### src/rtl/edd_pkg.sv
package edd_pkg;

    localparam int DEF_MAX_LEN = 5;
    localparam int DEF_CHAR_W  = 8;
    localparam int DEF_DIST_W  = 4;

    typedef enum logic {
        ST_IDLE,
        ST_RUN
    } edd_state_e;

    // Limits a requested length to the storage the engine has.
    function automatic int clamp_len(int len, int lim);
        return (len > lim) ? lim : len;
    endfunction

endpackage

### src/rtl/edd_cell.sv
module edd_cell #(
    parameter int DIST_W = 4,
    parameter int CHAR_W = 8
) (
    input  logic [DIST_W-1:0] up,
    input  logic [DIST_W-1:0] left,
    input  logic [DIST_W-1:0] diag,
    input  logic [CHAR_W-1:0] ch_a,
    input  logic [CHAR_W-1:0] ch_b,
    output logic [DIST_W-1:0] val
);
    logic [DIST_W-1:0] via_up, via_left, via_diag, best_ul;

    always_comb begin
        via_up   = up + DIST_W'(1);
        via_left = left + DIST_W'(1);
        via_diag = diag + DIST_W'(ch_a != ch_b);
        best_ul  = (via_up < via_left) ? via_up : via_left;
        val      = (via_diag < best_ul) ? via_diag : best_ul;
    end
endmodule

### src/rtl/edd_row.sv
module edd_row #(
    parameter int MAX_LEN = 5,
    parameter int DIST_W  = 4,
    parameter int LEN_W   = 3
) (
    input  logic              clk,
    input  logic              rst,
    input  logic              init,
    input  logic              wr_en,
    input  logic [LEN_W-1:0]  wr_idx,
    input  logic [DIST_W-1:0] wr_val,
    output logic [DIST_W-1:0] row_q [1:MAX_LEN]
);
    for (genvar k = 1; k <= MAX_LEN; k++) begin : g_ent
        logic [DIST_W-1:0] ent_q;
        always_ff @(posedge clk) begin
            if (rst)
                ent_q <= '0;
            else if (init)
                ent_q <= DIST_W'(k);
            else if (wr_en && wr_idx == LEN_W'(k))
                ent_q <= wr_val;
        end
        assign row_q[k] = ent_q;
    end
endmodule

### src/rtl/edd_ctrl.sv
module edd_ctrl
    import edd_pkg::*;
#(
    parameter int LEN_W = 3
) (
    input  logic             clk,
    input  logic             rst,
    input  logic             start,
    input  logic [LEN_W-1:0] n_in,
    input  logic [LEN_W-1:0] m_in,
    output logic             load,
    output logic             empty,
    output logic             run,
    output logic             row_end,
    output logic             last_cell,
    output logic [LEN_W-1:0] i_q,
    output logic [LEN_W-1:0] j_q
);
    edd_state_e       st_q;
    logic [LEN_W-1:0] n_q, m_q;

    assign load      = start && (st_q == ST_IDLE);
    assign empty     = (n_in == '0) || (m_in == '0);
    assign run       = (st_q == ST_RUN);
    assign row_end   = run && (j_q == m_q);
    assign last_cell = row_end && (i_q == n_q);

    always_ff @(posedge clk) begin
        if (rst) begin
            st_q <= ST_IDLE;
            n_q  <= '0;
            m_q  <= '0;
            i_q  <= '0;
            j_q  <= '0;
        end else begin
            case (st_q)
                ST_IDLE: begin
                    if (load) begin
                        n_q  <= n_in;
                        m_q  <= m_in;
                        i_q  <= LEN_W'(1);
                        j_q  <= LEN_W'(1);
                        st_q <= empty ? ST_IDLE : ST_RUN;
                    end
                end
                ST_RUN: begin
                    if (last_cell) begin
                        st_q <= ST_IDLE;
                    end else if (row_end) begin
                        i_q <= i_q + LEN_W'(1);
                        j_q <= LEN_W'(1);
                    end else begin
                        j_q <= j_q + LEN_W'(1);
                    end
                end
                default: st_q <= ST_IDLE;
            endcase
        end
    end
endmodule

### src/rtl/edit_distance_engine.sv
module edit_distance_engine
    import edd_pkg::*;
#(
    parameter int MAX_LEN  = DEF_MAX_LEN,
    parameter int CHAR_W   = DEF_CHAR_W,
    parameter int DIST_W   = DEF_DIST_W,
    localparam int LEN_W   = $clog2(MAX_LEN + 1),
    localparam int STR_W   = MAX_LEN * CHAR_W
) (
    input  logic              clk,
    input  logic              rst,
    input  logic              start,
    input  logic [STR_W-1:0]  ref_str,
    input  logic [LEN_W-1:0]  ref_len,
    input  logic [STR_W-1:0]  cmp_str,
    input  logic [LEN_W-1:0]  cmp_len,
    output logic [DIST_W-1:0] distance,
    output logic              done
);
    logic [LEN_W-1:0]  n_in, m_in, i_w, j_w;
    logic              load_w, empty_w, run_w, row_end_w, last_w;
    logic [CHAR_W-1:0] ref_q [MAX_LEN];
    logic [CHAR_W-1:0] cmp_q [MAX_LEN];
    logic [DIST_W-1:0] row_q [1:MAX_LEN];
    logic [DIST_W-1:0] diag_q, left_q, up_w, cell_w, result_q;
    logic [CHAR_W-1:0] ch_a, ch_b;
    logic              done_q;

    assign n_in = LEN_W'(clamp_len(int'(ref_len), MAX_LEN));
    assign m_in = LEN_W'(clamp_len(int'(cmp_len), MAX_LEN));

    edd_ctrl #(.LEN_W(LEN_W)) u_ctrl (
        .clk(clk), .rst(rst), .start(start), .n_in(n_in), .m_in(m_in),
        .load(load_w), .empty(empty_w), .run(run_w), .row_end(row_end_w),
        .last_cell(last_w), .i_q(i_w), .j_q(j_w)
    );

    // Character capture on an accepted start
    always_ff @(posedge clk) begin
        if (rst) begin
            for (int k = 0; k < MAX_LEN; k++) begin
                ref_q[k] <= '0;
                cmp_q[k] <= '0;
            end
        end else if (load_w) begin
            for (int k = 0; k < MAX_LEN; k++) begin
                ref_q[k] <= ref_str[k*CHAR_W +: CHAR_W];
                cmp_q[k] <= cmp_str[k*CHAR_W +: CHAR_W];
            end
        end
    end

    assign ch_a = (i_w == '0) ? '0 : ref_q[i_w - LEN_W'(1)];
    assign ch_b = (j_w == '0) ? '0 : cmp_q[j_w - LEN_W'(1)];
    assign up_w = (j_w == '0) ? '0 : row_q[j_w];

    edd_row #(.MAX_LEN(MAX_LEN), .DIST_W(DIST_W), .LEN_W(LEN_W)) u_row (
        .clk(clk), .rst(rst), .init(load_w), .wr_en(run_w),
        .wr_idx(j_w), .wr_val(cell_w), .row_q(row_q)
    );

    edd_cell #(.DIST_W(DIST_W), .CHAR_W(CHAR_W)) u_cell (
        .up(up_w), .left(left_q), .diag(diag_q),
        .ch_a(ch_a), .ch_b(ch_b), .val(cell_w)
    );

    // Neighbour registers and result
    always_ff @(posedge clk) begin
        if (rst) begin
            diag_q   <= '0;
            left_q   <= '0;
            result_q <= '0;
            done_q   <= 1'b0;
        end else begin
            done_q <= 1'b0;
            if (load_w) begin
                diag_q <= '0;
                left_q <= DIST_W'(1);
                if (empty_w) begin
                    result_q <= DIST_W'(n_in) + DIST_W'(m_in);
                    done_q   <= 1'b1;
                end
            end else if (run_w) begin
                if (row_end_w) begin
                    diag_q <= DIST_W'(i_w);
                    left_q <= DIST_W'(i_w) + DIST_W'(1);
                end else begin
                    diag_q <= up_w;
                    left_q <= cell_w;
                end
                if (last_w) begin
                    result_q <= cell_w;
                    done_q   <= 1'b1;
                end
            end
        end
    end

    assign distance = result_q;
    assign done     = done_q;
endmodule

### config.mk
export PLATFORM = sky130hd
export DESIGN_NAME = edit_distance_engine
export DESIGN_NICKNAME = d
export VERILOG_FILES = /design/src/rtl/edd_pkg.sv /design/src/rtl/edd_cell.sv /design/src/rtl/edd_row.sv /design/src/rtl/edd_ctrl.sv /design/src/rtl/edit_distance_engine.sv
export SDC_FILE = /design/constraint.sdc
export NUM_CORES = 1
export LEC_CHECK = 0
export BUFFER_PORTS_ARGS = -buffer_cell sky130_fd_sc_hd__buf_2
export CAP_MARGIN = 20
export CELL_PAD_IN_SITES_DETAIL_PLACEMENT = 1
export CELL_PAD_IN_SITES_GLOBAL_PLACEMENT = 1
export CORE_MARGIN = 1
export CORE_UTILIZATION = 46
export CTS_CLUSTER_DIAMETER = 150
export DETAILED_ROUTE_END_ITERATION = 6
export GPL_TIMING_DRIVEN = 0
export HOLD_SLACK_MARGIN = 0.03
export MAX_ROUTING_LAYER = met4
export PLACE_DENSITY_LB_ADDON = 0.12
export SYNTH_ARGS = -nofsm -noshare
export SYNTH_HDL_FRONTEND = slang
export SYNTH_SLANG_ARGS = --single-unit
### constraint.sdc
create_clock -name clk -period 5.6 [get_ports clk]
set_clock_uncertainty 0.15 [all_clocks]
set_input_delay 0 -clock clk [delete_from_list [all_inputs] [get_ports clk]]
set_output_delay 0 -clock clk [all_outputs]
set_load 0.05 [all_outputs]
**Yosys cells after proc, flatten, opt, wreduce, memory -nomap -nowiden**

Memory sizes are Yosys's and may differ from the RTL's.
Index checks and enable logic that the tools add are counted.

- Add/subtract/negate cells: 9
- Magnitude comparators: 5
- Equality and inequality tests: 12
- Muxes and demuxes: 58
- Bitwise logic cells: 12
- Reduce and logical (&&, ||, !) cells: 25

Operators by type and width:

| operator | number |
|---|---|
| $mux W8 | 12 |
| $mux W4 | 11 |
| $mux W3 | 11 |
| $mux W1 | 16 |
| $reduce_bool A2 Y1 | 7 |
| $bmux W4 S3 | 1 |
| $logic_not A3 Y1 | 4 |
| $pmux W3 S2 | 2 |
| $or A1 B1 Y1 | 10 |
| $add A4 B1 Y4 const B | 2 |
| $logic_and A1 B1 Y1 | 8 |
| $lt A4 B4 Y1 | 2 |
| $mux W2 | 4 |
| $ne A8 B8 Y1 | 1 |
| $add A3 B1 Y3 const B | 2 |
| $eq A3 B2 Y1 const B | 2 |
| $eq A3 B3 Y1 | 2 |
| $eq A3 B3 Y1 const B | 2 |
| $gt A3 B3 Y1 const B | 2 |
| $reduce_and A3 Y1 | 2 |
| $sub A3 B1 Y3 const B | 2 |
| $add A3 B1 Y4 const B | 1 |
| $add A3 B3 Y4 | 1 |
| $add A4 B1 Y4 | 1 |
| other kinds (10) | 13 |

- Register bits after elaboration: 46
- Bits in writable memories: 80
- Output and inout bits: 5
- Word-level logic and storage cells: 143
- Memories kept: 2

Memories:

| memory | words | width | read ports | clocked after Yosys merged registers in | write ports | line | source |
|---|---|---|---|---|---|---|---|
| cmp_q | 5 | 8 | 1 | 0 | 5 | edit_distance_engine.sv:23 | `logic [CHAR_W-1:0] cmp_q [MAX_LEN];` |
| ref_q | 5 | 8 | 1 | 0 | 5 | edit_distance_engine.sv:22 | `logic [CHAR_W-1:0] ref_q [MAX_LEN];` |

**Depth between registers and ports, before layout**

- Depth in word-level cells: 13
- Gate-level depth with buffers: 24
- Gate-level depth less buffers: 22

**Modules after synthesis**

Synthesis repeated with hierarchy kept, for this count alone.

- Cells, all modules: 611
- Area total of the unflattened synthesis: 6752.7 µm²

By module, submodules not included:

| module | instances | cells an instance | area each (µm²) | sequential area each (µm²) |
|---|---|---|---|---|
| edit_distance_engine | 1 | 384 | 4704.5 | 2662.6 |
| edd_row | 1 | 81 | 885.8 | 400.4 |
| edd_ctrl | 1 | 84 | 686.9 | 260.2 |
| edd_cell | 1 | 62 | 475.5 | 0.0 |

**Worst setup path before layout**

Ideal clock, no wire load.

- Kind: register to register
- Start: register u_ctrl.i_q[0]
- End: register left_q[1]
- Library setup time: 0.086 ns
- Arrival: 4.921 ns
- Required time: 5.364 ns
- Slack: 0.444 ns
- Stages on the path, launching flop included: 24
- Period minus slack after synthesis: 5.156 ns
- Cells stage by stage: dfxtp_1 > buf_6 > buf_4 > inv_1 > ha_1 > clkbuf_1 > mux4_2 > mux2_2 > a22o_1 > nor4b_2 > a31oi_1 > o22ai_1 > or4b_1 > ha_1 > ha_1 > xnor2_1 > inv_1 > ha_1 > a211oi_1 > inv_1 > o21ai_0 > o21a_1 > o21ai_1 > a211oi_1

- Cells in the longest elaborated chain, start to end: 8
- Elaborated cells between the ends (all ways): 10

RTL lines:

| what | line | source |
|---|---|---|
| start, declared | edd_ctrl.sv:16 | `output logic [LEN_W-1:0] i_q,` |
| start signal, assigned | edd_ctrl.sv:50 | `i_q <= i_q + LEN_W'(1);` |
| $sub A3 B1 Y3 | edit_distance_engine.sv:53 | `assign ch_a = (i_w == '0) ? '0 : ref_q[i_w - LEN_W'(1)];` |
| $mem_v2 Z5 W8 | n/a |  |
| $mux W8 | edit_distance_engine.sv:53 |  |
| $ne A8 B8 Y1 | edd_cell.sv:17 | `via_diag = diag + DIST_W'(ch_a != ch_b);` |
| $add A4 B1 Y4 | edd_cell.sv:17 |  |
| $lt A4 B4 Y1 | edd_cell.sv:19 | `val = (via_diag < best_ul) ? via_diag : best_ul;` |
| $mux W4 | edd_cell.sv:19 |  |
| $mux W4 * | edit_distance_engine.sv:84 | `if (row_end_w) begin` |
| end signal, assigned | edit_distance_engine.sv:86 | `left_q <= DIST_W'(i_w) + DIST_W'(1);` |
| end signal, assigned | edit_distance_engine.sv:89 | `left_q <= cell_w;` |
| end, declared | edit_distance_engine.sv:25 | `logic [DIST_W-1:0] diag_q, left_q, up_w, cell_w, result_q;` |

Mark *: on every way between the ends. The rest lies on a longest branch, timed or not.
A chain may end at the register's enable or synchronous reset.

**Final worst setup path**

- Start: register u_ctrl.j_q[0]
- End: register u_row.g_ent[3].ent_q[0]

- Cells in the longest elaborated chain, start to end: 12
- Elaborated cells between the ends (all ways): 21

RTL lines:

| what | line | source |
|---|---|---|
| start, declared | edd_ctrl.sv:17 | `output logic [LEN_W-1:0] j_q` |
| start signal, assigned | edd_ctrl.sv:53 | `j_q <= j_q + LEN_W'(1);` |
| $not A3 Y4 (implied by the code) | edit_distance_engine.sv:55 | `assign up_w = (j_w == '0) ? '0 : row_q[j_w];` |
| $bmux W4 S3 | edit_distance_engine.sv:55 |  |
| $mux W4 (implied by the code) (2 in a row) | edit_distance_engine.sv:55 |  |
| $mux W4 | edit_distance_engine.sv:55 |  |
| $add A4 B1 Y4 | edd_cell.sv:15 | `via_up = up + DIST_W'(1);` |
| $lt A4 B4 Y1 | edd_cell.sv:18 | `best_ul = (via_up < via_left) ? via_up : via_left;` |
| $mux W4 | edd_cell.sv:18 |  |
| $lt A4 B4 Y1 | edd_cell.sv:19 |  |
| $mux W4 | edd_cell.sv:19 |  |
| $mux W2 | edd_row.sv:21 | `else if (wr_en && wr_idx == LEN_W'(k))` |
| $mux W2 | edd_row.sv:19 | `else if (init)` |
| end signal, assigned | edd_row.sv:20 | `ent_q <= DIST_W'(k);` |
| end signal, assigned | edd_row.sv:22 | `ent_q <= wr_val;` |
| end, declared | edd_row.sv:15 | `logic [DIST_W-1:0] ent_q;` |

Several ways; a longest one is shown, not always the timed one. The select of a mux whose other input is x is not followed.

==> flow_metrics.py <==
metrics = {
    "outcome": {
        "status": "finished, violations left",
        "violations": "DRC, setup timing",
    },
    "route": {
        "vias": 6315,
        "wl_per_cell_um": 27.2,
        "drt-total-wl_mm": 28.0,
        "drt_iter0_drc": 580,
        "vias_per_cell": 6.14,
        "antenna_left": 0,
        "dr.pass1.iters": 7,
        "drc": 2,
    },
    "setup_path": {
        "crit_fanout": 10,
        "regToRegSetupSlack_ps": -90,
        "max_stage_delay_ps": 530,
        "start_kind": "flip-flop",
        "rr_worst_depth": 22,
        "crit_slowest_cell": "or4b_4",
        "path_cells": "buf_12, buf_12, clkinvlp_4, ha_4, clkbuf_4, mux4_2, mux2_2, o21ai_1, nand2_1, o22ai_1, or4b_4, ha_2, ha_1, xnor2_2, inv_1, ha_1, nor2_1, o21bai_2, o21ai_0, o32a_2, o22ai_2, nor2_1",
        "r2r_end": "u_row.g_ent[3].ent_q[0]",
        "cp-startpoint": "u_ctrl.j_q[0]",
        "required_ps": 5750,
        "worstPathArrival_ps": 5830,
        "crit_type": "flip-flop to flip-flop",
        "endpoint_kind": "flip-flop",
        "r2r_start": "u_ctrl.j_q[0]",
    },
    "clock_network": {
        "cts_root_buf": "clkbuf_16",
        "clock_latency_ps": 450,
        "cts_tree": "built",
        "cts_buffer_depth": 2,
        "cts_max_level": 4,
        "cts_buffers": 17,
        "clkTransAtPathRegs_ps": 60,
        "clkSinkCount": 126,
    },
    "synth": {
        "synth_edf_count": 80,
        "yosys.area.top_type": "edfxtp_1",
        "yosysSeqAreaShare": 0.495,
        "synth_top_cell_area_share": 0.358,
        "synth_fp_nets": 720,
        "async_flop_share": 0,
        "synthCells": 606,
        "avgSynthCellArea_um2": 11.1,
        "synth_top_flop_cell": "edfxtp_1",
        "synth_commonest_cells": "and2_1, edfxtp_1, dfxtp_1, nor2_1, clkbuf_1",
        "yosysMostFrequentCell": "and2_1",
        "synthTopCellsByArea": "edfxtp_1, dfxtp_1, and2_1, mux4_2, ha_1",
        "yosys.cell_types.count": 52,
        "synth-seq-cells": 126,
        "yosysWarningCount": 0,
        "synthesis.area_um2": 6710,
    },
    "timing": {
        "layout_setup_ws_ps": -86.2,
        "drv_slew": 0,
        "max_freq_mhz": 176,
        "period_minus_slack_ps": 5690,
        "holdWs_ps": 236,
        "finalSetupViolations": 17,
        "fin_crit_sh": 1.02,
        "relSlewSlack": 0.423,
        "hold_viol": 0,
        "tightest_slew_ps": 862,
    },
    "grt": {
        "grt.overflow.total": 0,
        "grt_max_degree": 75,
        "grt_util_all_layers": 0.343,
        "grt_antenna_before_repair": 1,
        "grt_pass1_wl_mm": 36.2,
        "grt_pass1_vias": 6387,
    },
    "die": {
        "io_pins": 94,
        "fp.dieW_um": 123,
        "die_height_um": 123,
        "row_count": 43,
        "die-area_um2": 15100,
        "coreArea_um2": 14000,
        "initial_core_util": 0.478,
    },
    "pwr": {
        "power_density_nw_per_um2": 328,
        "leakage_nw": 3.78,
        "peakVddDrop_mv": 0.251,
    },
    "layout": {
        "drive_above_1_share": 0.262,
        "multiInputGateArea_um2": 3280,
        "nets": 948,
        "fill_cells": 1420,
        "final_core_util": 0.664,
        "regArea_um2": 3330,
        "syn2layout_area_growth_pct": 38.9,
    },
    "place": {
        "io_buffers": 93,
        "dpl.hpwl_mm": 12.8,
        "gp_congestion": 0.882,
    },
    "run": {
        "max-cap-violations": 0,
    },
    "hold_path": {
        "hp-class": "input port to flip-flop",
        "hold_end": "ref_q[1][3]",
        "hold_depth": 3,
        "worstHoldStart": "ref_str[11]",
    },
}
per-stage QoR:
step	worst slack [ps]	TNS, ps	cell area [µm²]	instances	total power, W
floorplan	444	0	6710	606	0.00146
global placement	-592	-9310	7400	879	0.00161
detailed placement	-850	-12590	7430	880	0.00164
CTS	57.8	0	9050	1008	0.00283
global route	-295	-4730	9330	1028	0.00312
finish	-86.2	-776	9330	1028	0.00306
report_power, final:
part	switching, W	internal, W	total, W
clock	0.000467	0.000693	0.00116
combinational	0.000440	0.000350	0.000790
sequential	0.0000421	0.00106	0.00111
critical path, delay by kind of cell (launching register included):
kind / cells / cell delay, ps
muxes: 2 / 760
adders and majority gates: 4 / 1020
AOI/OAI and AO/OA: 6 / 1530
DFF: 1 / 380
xor gates and xnor gates: 1 / 150
and+or+nand+nor: 4 / 750
buffers and inverters: 5 / 760
registers in the layout, indices dropped and copies added (netlist names):
name,count
diag_q,4
u_ctrl.n_q,3
u_row.g_ent.ent_q,20
u_ctrl.run,1
u_ctrl.j_q,3
u_ctrl.i_q,3
distance,4
ref_q,40
u_ctrl.m_q,3
cmp_q,40
left_q,4
done,1
kinds of logic after synthesis:
family / Yosys count / share of synthesized area
xor+xnor: 19 / 0.0248
mux: 61 / 0.126
compound gates: 107 / 0.104
fa+ha+maj: 25 / 0.0477
flops: 126 / 0.495
simple gates: 205 / 0.164
buf+inv: 63 / 0.0386
layer usage:
layer	global-route usage	part of all wire
met1	0.394	0.38
met2	0.590	0.50
met3	0.0683	0.071
met4	0.130	0.045
met5	-	0
placed cells by master, fill, tap and decap left out, types with 4 or more instances in the layout:
| cell type | Yosys | final |
|---|---|---|
| nand2b_1 | 6 | 6 |
| inv_1 | 22 | 20 |
| dfxtp_1 | 46 | 44 |
| buf_2 | 0 | 93 |
| mux2i_2 | 0 | 4 |
| nand3b_1 | 5 | 5 |
| clkbuf_1 | 36 | 33 |
| nor2b_1 | 6 | 6 |
| nand3_1 | 6 | 6 |
| xor2_1 | 10 | 10 |
| a22oi_1 | 8 | 8 |
| and2_1 | 83 | 83 |
| nand2_1 | 32 | 32 |
| mux2i_1 | 25 | 21 |
| and3_1 | 6 | 6 |
| ha_1 | 24 | 20 |
| a211oi_1 | 8 | 7 |
| o21ai_0 | 13 | 9 |
| nor2_1 | 39 | 39 |
| edfxtp_1 | 80 | 80 |
| buf_4 | 4 | 29 |
| nor3_1 | 14 | 14 |
| clkbuf_16 | 0 | 17 |
| xnor2_1 | 9 | 7 |
| o21ai_1 | 3 | 4 |
| o22ai_1 | 6 | 5 |
| o211ai_1 | 10 | 10 |
| dlygate4sd3_1 | 0 | 90 |
| a21oi_1 | 35 | 33 |
| mux4_2 | 14 | 14 |
| mux2_2 | 20 | 20 |
cell type report:
class / instances / share of cell area
flip-flops and latches: 126 / 0.357
multi-input cells: 417 / 0.352
repair buffers: 213 / 0.173
clock buffers: 23 / 0.0513
well taps: 180 / 0.0242
plain buffers: 37 / 0.0219
clock inverters: 9 / 0.0117
inverters: 22 / 0.00966
diodes: 1 / 0.000268
worst max-delay path by stage:
stage,endpoint,slack [ps]
floorplan,left_q[1],440
global placement,u_row.g_ent[3].ent_q[1],-590
detailed placement,u_row.g_ent[4].ent_q[2],-850
CTS,u_row.g_ent[3].ent_q[0],60
global route,u_row.g_ent[5].ent_q[2],-300
finish,u_row.g_ent[3].ent_q[0],-90
what timing repair did:
item,CTS,global route
resized for setup,15,32
pin swaps,4,11
hold buffers,90,0
setup buffers,9,20
setup endpoints to repair,21,21
endpoints found under the hold margin,92,0
(Power assumes the default switching activity.)
